==> config.mk <==
export PLATFORM = sky130hd
export DESIGN_NAME = desp_net
export DESIGN_NICKNAME = d
export VERILOG_FILES = /design/src/rtl/desp_pkg.sv /design/src/rtl/desp_add_unit.sv /design/src/rtl/desp_tree.sv /design/src/rtl/desp_ctrl.sv /design/src/rtl/desp_net.sv
export SDC_FILE = /design/constraint.sdc
export NUM_CORES = 2
export LEC_CHECK = 0
export BUFFER_PORTS_ARGS = -buffer_cell sky130_fd_sc_hd__buf_2
export CORE_AREA = 3 3 388 390
export CTS_CLUSTER_DIAMETER = 120
export DETAILED_ROUTE_END_ITERATION = 16
export DIE_AREA = 0 0 391 393
export GPL_ROUTABILITY_DRIVEN = 0
export PLACE_DENSITY_LB_ADDON = 0.25
export SKIP_LAST_GASP = 1
export SYNTH_ARGS = -nofsm -noshare
export SYNTH_HDL_FRONTEND = slang
export SYNTH_SLANG_ARGS = --single-unit
==> constraint.sdc <==
create_clock -name clk -period 16.4 [get_ports clk]
set_input_delay 2.46 -clock clk [delete_from_list [all_inputs] [get_ports clk]]
set_output_delay 2.46 -clock clk [all_outputs]
set_load 0.01 [all_outputs]
==> src/rtl/desp_pkg.sv <==
package desp_pkg;

    // Progress through one time group of symbols.
    typedef enum logic [2:0] {
        G_WAIT,
        G_OPEN,
        G_MID,
        G_CLOSE,
        G_SOLO
    } grp_state_t;

    // Output streaming.
    typedef enum logic {
        O_IDLE,
        O_DRAIN
    } out_state_t;

endpackage

==> src/rtl/desp_add_unit.sv <==
// Pairwise signed chip combiner: the pair (co, dout) stands for
// c1*d1 + c2*d2, with the sign carried in co.
module desp_add_unit #(
    parameter int W = 17
) (
    input  logic         c1,
    input  logic [W-1:0] d1,
    input  logic         c2,
    input  logic [W-1:0] d2,
    output logic         co,
    output logic [W-1:0] dout
);
    always_comb begin
        co   = c2;
        dout = (c1 ^ c2) ? (d2 - d1) : (d2 + d1);
    end
endmodule

==> src/rtl/desp_tree.sv <==
// Reconfigurable reduction tree: levels 1..lvl_sel pair up neighbours,
// the remaining levels pass their inputs straight through.
module desp_tree #(
    parameter int LANES = 16,
    parameter int W     = 17,
    localparam int LOGL = $clog2(LANES),
    localparam int SELW = $clog2(LOGL + 1)
) (
    input  logic [SELW-1:0]           lvl_sel,
    input  logic [LANES-1:0]          in_c,
    input  logic [LANES-1:0][W-1:0]   in_d,
    output logic [LANES-1:0]          out_c,
    output logic [LANES-1:0][W-1:0]   out_d
);
    logic [LOGL:0][LANES-1:0]        lc;
    logic [LOGL:0][LANES-1:0][W-1:0] ld;

    assign lc[0] = in_c;
    assign ld[0] = in_d;

    for (genvar s = 1; s <= LOGL; s++) begin : g_lvl
        localparam logic [SELW-1:0] LV = SELW'(s);
        logic on;
        assign on = (LV <= lvl_sel);
        for (genvar m = 0; m < LANES; m++) begin : g_slot
            if (m < (LANES >> s)) begin : g_pair
                logic         ac;
                logic [W-1:0] ad;
                desp_add_unit #(.W(W)) u_au (
                    .c1  (lc[s-1][2*m]),
                    .d1  (ld[s-1][2*m]),
                    .c2  (lc[s-1][2*m+1]),
                    .d2  (ld[s-1][2*m+1]),
                    .co  (ac),
                    .dout(ad)
                );
                assign lc[s][m] = on ? ac : lc[s-1][m];
                assign ld[s][m] = on ? ad : ld[s-1][m];
            end else begin : g_pass
                assign lc[s][m] = on ? 1'b0 : lc[s-1][m];
                assign ld[s][m] = on ? '0   : ld[s-1][m];
            end
        end
    end

    assign out_c = lc[LOGL];
    assign out_d = ld[LOGL];
endmodule

==> src/rtl/desp_ctrl.sv <==
// Group controller: subcarrier and symbol counting, configuration capture,
// and chunk tagging for the datapath.
module desp_ctrl
    import desp_pkg::*;
#(
    parameter int LANES = 16,
    parameter int NSC   = 64,
    localparam int LOGL = $clog2(LANES),
    localparam int SELW = $clog2(LOGL + 1),
    localparam int SCW  = $clog2(NSC),
    localparam int QW   = SCW - LOGL,
    localparam int CW   = LOGL + 1
) (
    input  logic            clk,
    input  logic            rst_n,
    input  logic            in_valid,
    input  logic [SELW-1:0] sff_in,
    input  logic [SELW-1:0] sft_in,
    output logic [LOGL-1:0] slot,
    output logic            chunk_done,
    output logic [QW-1:0]   chunk_q,
    output logic            chunk_first,
    output logic            chunk_last,
    output logic [SELW-1:0] cfg_sff
);
    grp_state_t      state, nstate;
    logic [SCW-1:0]  sc_cnt;
    logic [CW-1:0]   sym_cnt;
    logic [CW-1:0]   span;
    logic [SELW-1:0] cfg_sft;
    logic            sym_end;

    assign sym_end = in_valid && (sc_cnt == SCW'(NSC - 1));
    assign span    = CW'(1) << cfg_sft;

    always_comb begin
        nstate = state;
        unique case (state)
            G_WAIT:  if (in_valid) nstate = (sft_in == '0) ? G_SOLO : G_OPEN;
            G_OPEN:  if (sym_end)  nstate = (span == CW'(2)) ? G_CLOSE : G_MID;
            G_MID:   if (sym_end && (sym_cnt == span - CW'(2))) nstate = G_CLOSE;
            G_CLOSE: if (sym_end)  nstate = G_WAIT;
            G_SOLO:  if (sym_end)  nstate = G_WAIT;
            default: nstate = G_WAIT;
        endcase
    end

    always_ff @(posedge clk or negedge rst_n) begin
        if (!rst_n) state <= G_WAIT;
        else        state <= nstate;
    end

    always_ff @(posedge clk or negedge rst_n) begin
        if (!rst_n) begin
            sc_cnt  <= '0;
            sym_cnt <= '0;
            cfg_sff <= '0;
            cfg_sft <= '0;
        end else begin
            if (in_valid) sc_cnt <= sym_end ? '0 : sc_cnt + 1'b1;
            if (nstate == G_WAIT) sym_cnt <= '0;
            else if (sym_end)     sym_cnt <= sym_cnt + 1'b1;
            if (state == G_WAIT && in_valid) begin
                cfg_sff <= sff_in;
                cfg_sft <= sft_in;
            end
        end
    end

    always_comb begin
        slot        = sc_cnt[LOGL-1:0];
        chunk_q     = sc_cnt[SCW-1:LOGL];
        chunk_done  = in_valid && (sc_cnt[LOGL-1:0] == '1);
        chunk_first = 1'b0;
        chunk_last  = 1'b0;
        unique case (state)
            G_OPEN:  chunk_first = 1'b1;
            G_SOLO:  begin chunk_first = 1'b1; chunk_last = 1'b1; end
            G_CLOSE: chunk_last = 1'b1;
            default: ;
        endcase
    end


    cfg_hold_chk: assert property (@(posedge clk) disable iff (!rst_n)
        (state != G_WAIT && $past(state) != G_WAIT) |-> ($stable(cfg_sff) && $stable(cfg_sft)));


    grp_close_chk: assert property (@(posedge clk) disable iff (!rst_n)
        ((state == G_CLOSE || state == G_SOLO) && sym_end) |=> (state == G_WAIT));


    gap_hold_chk: assert property (@(posedge clk) disable iff (!rst_n)
        !in_valid |=> ($stable(sc_cnt) && $stable(sym_cnt)));
endmodule

==> src/rtl/desp_net.sv <==
// Two-dimensional despreader: serial gather, reconfigurable add tree,
// per-lane time accumulation banks, serial result stream.
module desp_net
    import desp_pkg::*;
#(
    parameter int LANES = 16,
    parameter int NSC   = 64,
    parameter int DW    = 12,
    localparam int LOGL  = $clog2(LANES),
    localparam int SELW  = $clog2(LOGL + 1),
    localparam int OW    = DW + LOGL + 1,
    localparam int DEPTH = NSC / LANES,
    localparam int QW    = $clog2(NSC) - LOGL,
    localparam int CW    = LOGL + 1
) (
    input  logic                 clk,
    input  logic                 rst_n,
    input  logic                 in_valid,
    input  logic                 in_code,
    input  logic signed [DW-1:0] in_data,
    input  logic [SELW-1:0]      sff_log2,
    input  logic [SELW-1:0]      sft_log2,
    output logic                 out_valid,
    output logic signed [OW-1:0] out_data
);
    logic [LOGL-1:0] slot;
    logic            chunk_done, chunk_first, chunk_last;
    logic [QW-1:0]   chunk_q;
    logic [SELW-1:0] cfg_sff;

    desp_ctrl #(.LANES(LANES), .NSC(NSC)) u_ctrl (
        .clk        (clk),
        .rst_n      (rst_n),
        .in_valid   (in_valid),
        .sff_in     (sff_log2),
        .sft_in     (sft_log2),
        .slot       (slot),
        .chunk_done (chunk_done),
        .chunk_q    (chunk_q),
        .chunk_first(chunk_first),
        .chunk_last (chunk_last),
        .cfg_sff    (cfg_sff)
    );

    // Serial-to-parallel gather and once-per-chunk add-unit input registers.
    logic [LANES-1:0]          sp_c, par_c;
    logic [LANES-1:0][DW-1:0]  sp_d;
    logic [LANES-1:0][OW-1:0]  par_d;
    logic                      p_go, p_first, p_last;
    logic [QW-1:0]             p_q;
    logic [SELW-1:0]           p_l;

    always_ff @(posedge clk or negedge rst_n) begin
        if (!rst_n) begin
            sp_c <= '0; sp_d <= '0; par_c <= '0; par_d <= '0;
            p_go <= 1'b0; p_first <= 1'b0; p_last <= 1'b0; p_q <= '0; p_l <= '0;
        end else begin
            p_go <= chunk_done;
            if (in_valid) begin
                sp_c[slot] <= in_code;
                sp_d[slot] <= in_data;
            end
            if (chunk_done) begin
                for (int i = 0; i < LANES - 1; i++) begin
                    par_c[i] <= sp_c[i];
                    par_d[i] <= OW'($signed(sp_d[i]));
                end
                par_c[LANES-1] <= in_code;
                par_d[LANES-1] <= OW'(in_data);
                p_q     <= chunk_q;
                p_first <= chunk_first;
                p_last  <= chunk_last;
                p_l     <= cfg_sff;
            end
        end
    end

    logic [LANES-1:0]         t_c;
    logic [LANES-1:0][OW-1:0] t_d;

    desp_tree #(.LANES(LANES), .W(OW)) u_tree (
        .lvl_sel(p_l),
        .in_c   (par_c),
        .in_d   (par_d),
        .out_c  (t_c),
        .out_d  (t_d)
    );

    // Last stage: signed partial sum plus bank feedback, per lane.
    logic [LANES-1:0][OW-1:0] acc;
    logic [LANES-1:0]         lane_on;

    for (genvar m = 0; m < LANES; m++) begin : g_lane
        logic [OW-1:0]        bank [DEPTH];
        logic signed [OW-1:0] tval, prev, sum;
        always_comb begin
            tval = t_c[m] ? -$signed(t_d[m]) : $signed(t_d[m]);
            prev = p_first ? '0 : $signed(bank[p_q]);
            sum  = tval + prev;
        end
        assign acc[m]     = sum;
        assign lane_on[m] = (m < (LANES >> p_l));
        always_ff @(posedge clk) begin
            if (p_go && lane_on[m]) bank[p_q] <= sum;
        end
    end

    // Parallel-to-serial output stage.
    out_state_t               ostate;
    logic [LANES-1:0][OW-1:0] ps;
    logic [LOGL-1:0]          o_idx;
    logic [CW-1:0]            o_cnt;

    always_ff @(posedge clk or negedge rst_n) begin
        if (!rst_n) begin
            ostate <= O_IDLE;
            ps     <= '0;
            o_idx  <= '0;
            o_cnt  <= '0;
        end else if (p_go && p_last) begin
            ostate <= O_DRAIN;
            ps     <= acc;
            o_idx  <= '0;
            o_cnt  <= CW'(LANES >> p_l);
        end else begin
            unique case (ostate)
                O_IDLE:  ;
                O_DRAIN: begin
                    if ({1'b0, o_idx} == o_cnt - 1'b1) ostate <= O_IDLE;
                    else                               o_idx  <= o_idx + 1'b1;
                end
                default: ostate <= O_IDLE;
            endcase
        end
    end

    always_comb begin
        out_valid = 1'b0;
        out_data  = '0;
        unique case (ostate)
            O_IDLE:  ;
            O_DRAIN: begin
                out_valid = 1'b1;
                out_data  = $signed(ps[o_idx]);
            end
            default: ;
        endcase
    end


    last_out_chk: assert property (@(posedge clk) disable iff (!rst_n)
        (p_go && p_last) |=> out_valid);


    no_early_out_chk: assert property (@(posedge clk) disable iff (!rst_n)
        $rose(out_valid) |-> $past(p_go && p_last));
endmodule

==> run summary <==
Post-synthesis sequential area ratio -> 49.0%
Min-delay src -> sp_d[52]
Starting density of the core -> 69.9%
Synthesized area per cell -> 10.9 um^2
# nets final -> 9989
# port buffers -> 39
Yosys Warn Count -> 0
Post-synthesis cell type count -> 100
Die Y -> 393 um
GRT Total Usage -> 39.4%
Multi-input logic area -> 49400 um^2
# resized after CTS -> 0
Worst EP arrival -> 13170 ps
Final-layout fill cell count -> 9217
Worst Setup Path Type -> reg2reg
CTS root buffer -> clkbuf_16
Setup TNS -> 0 ps
Post-synth top flop -> edfxtp_1
Most area-consuming cells after synthesis -> edfxtp_1, dfrtp_1, mux4_2
RR Startpoint -> p_l[2]
Vias in the first global route -> 76.3k
Worst skew pair latency -> 880 ps
Async SR Flop Fraction -> 39.6%
Worst min-delay path category -> reg2reg
Commonest non-fill, non-tap cell in the layout -> nand2_1
Hold Violations, Final -> 0
Post-DP HPWL -> 208000 um
Cell count of the worst hold path -> 2
Failing checks -> design-rule violations
Slew @ Worst Pin -> 1370 ps
Die ar. -> 154000 um^2
I/O Pins -> 40
Worst reg2reg endpoint -> ps[16]
Storage element area -> 50500 um^2
Detailed Route WL -> 301000 um
Worst relative slew slack -> 7.76%
Overflow after GRT -> 0
Most frequent cells in the layout -> nand2_1, edfxtp_1, dfrtp_1
Chip width -> 391 um
Via count -> 77.8k
Worst path required time -> 17210 ps
R2R depth -> 37
H-tree depth -> 4
Max frequency -> 0.0810 GHz
EDFF count, synth -> 1088
Max-Cap Viols -> 0
Via density -> 6.75
Routed WL per cell -> 26.1 um
Worst Setup End Kind -> flop
Pre-antenna DRT Iters -> 14
TritonCTS Buffers -> 180
Clock Tree Buf Depth -> 3
Post-Synthesis Net Count -> 10.1k
Antenna-violating nets left -> 0
Mapped Area -> 103000 um^2
Final min period -> 12350 ps
Yosys top cell by area -> edfxtp_1
Mapped Cells -> 9506
Startpoint types -> flop
Num rows -> 141
Endpoints failing setup -> 0
Yosys reg bits -> 1801
Status -> complete, but fails checks
CTS tree -> yes
Final period util -> 75.3%
Initial antenna violation count -> 17
Slowest stage delay, CP -> 860 ps
Initial DRC count -> 9763
Share of the synthesized area in the top cell type -> 31.7%
Largest net degree at the start of global routing -> 185
Clock slew seen by the registers of the worst setup and hold paths -> 60 ps
Share of post-route cells with drive strength above 1 -> 12.0%
Critical path's slowest cell -> buf_4
Core Area -> 147000 um^2
Max Clock Skew -> 80.4 ps
P&R area growth vs syn -> 8.25%
RSZ-0062 raised after global routing -> false
Maximum fanout along the worst path -> 81
Most used cell, CP -> xnor2_1
Slew Limit Fails -> 0
Drt drc -> 2
# Post-CTS Setup Buffers -> 0
Clock sinks -> 1801
Hold path endpoint -> par_d[72]
First-pass GRT wire length -> 457000 um
CTS Hold Bufs -> 0
Worst R2R Setup Slack -> 4050 ps
-- through the flow --
step	worst slack [ps]	utilization [%]	hold WS [ps]	std cells	instance area, um^2
3_5_place_dp	4540	71.4	445	11200	105000
4_1_cts	4540	75.7	435	11500	112000
3_3_place_gp	4850	71.4	437	11200	105000
6_report	4050	75.7	437	11500	112000
2_1_floorplan	5240	-	433	9506	103000
5_1_grt	3670	75.7	466	11500	112000
-- routing by layer --
metal	up-vias	global-route usage [%]	part of all wire (%)
li1	33800	-	-
met1	37800	49.3	35
met2	4952	60.9	45
met3	1248	9.00	11
met4	10	28.5	8.9
met5	-	0	0.024
-- cells in the mapped netlist, types with 24 or more instances --
cell type	instances
fa_1	31
a211oi_1	59
mux4_2	342
and2_1	64
ha_1	504
and3_1	34
o21ai_0	472
o21a_1	61
a31oi_1	92
xor2_1	261
nor2b_1	346
nor3_1	113
a21o_1	91
xnor2_1	418
o211ai_1	37
o31ai_1	76
nand4_1	25
nand2b_1	68
nand3_1	101
inv_1	417
a211o_1	28
nor2_1	674
or3_1	62
mux2i_1	61
nor4_1	24
edfxtp_1	1088
nand2_1	1653
a21oi_1	477
mux2_2	259
clkbuf_1	325
or2_2	29
a21boi_0	83
nor3b_1	29
dfrtp_1	713
o21bai_1	31
buf_1	81
-- critical path: cells and delay by family, from the launching register on --
kind,cells,cell delay [ps]
DFF,1,330
and+or+nand+nor,8,1890
adders and majority gates,4,1410
xor gates and xnor gates,7,1710
buffers and inverters,5,2460
muxes,1,220
AOI/OAI and AO/OA,12,4170
-- cells by family (layout without fill, tap and decap cells) --
logic type      Yosys count  count (layout)  synth area share (%)
buf+inv                 855             941                  3.17
mux                     664             664                  10.9
flops                  1801            1801                  49.0
simple gates           3276            3276                  14.1
other cells               0               5                     0
fa+ha+maj               535             535                  6.71
xor+xnor                686             686                  5.92
compound gates         1689            1689                  10.2
-- flip-flops by register name (all words and copies together) (netlist names), 4 cells and up --
register        flops
ps                272
sp_d              180
u_ctrl.sc_cnt       6
par_d             192
u_ctrl.sym_cnt      5
sp_c               15
g_lane.bank      1088
o_idx               4
o_cnt               5
par_c              16
-- worst max path at each step --
stage | startpoint | end | slack [ps] | cells after the start
floorplan | p_l[2] | ps[16] | 5240 | 52
global placement | p_l[2] | ps[16] | 4850 | 37
detailed placement | p_l[2] | ps[16] | 4540 | 37
CTS | p_l[2] | ps[16] | 4540 | 37
global route | p_l[2] | ps[16] | 3670 | 37
finish | p_l[2] | ps[16] | 4050 | 37
-- area by class of cell --
class / count / area share [%]
flip-flops and latches: 1801 / 45.3
multi-input cells: 6850 / 44.3
inverters: 418 / 1.41
well taps: 1930 / 2.16
diodes: 5 / 0.0112
repair buffers: 181 / 1.21
clock inverters: 96 / 1.16
clock buffers: 246 / 4.51
Power is left out: the tool's default activity adds up to more than one toggle a clock period on the data nets, which glitch-free logic cannot reach.
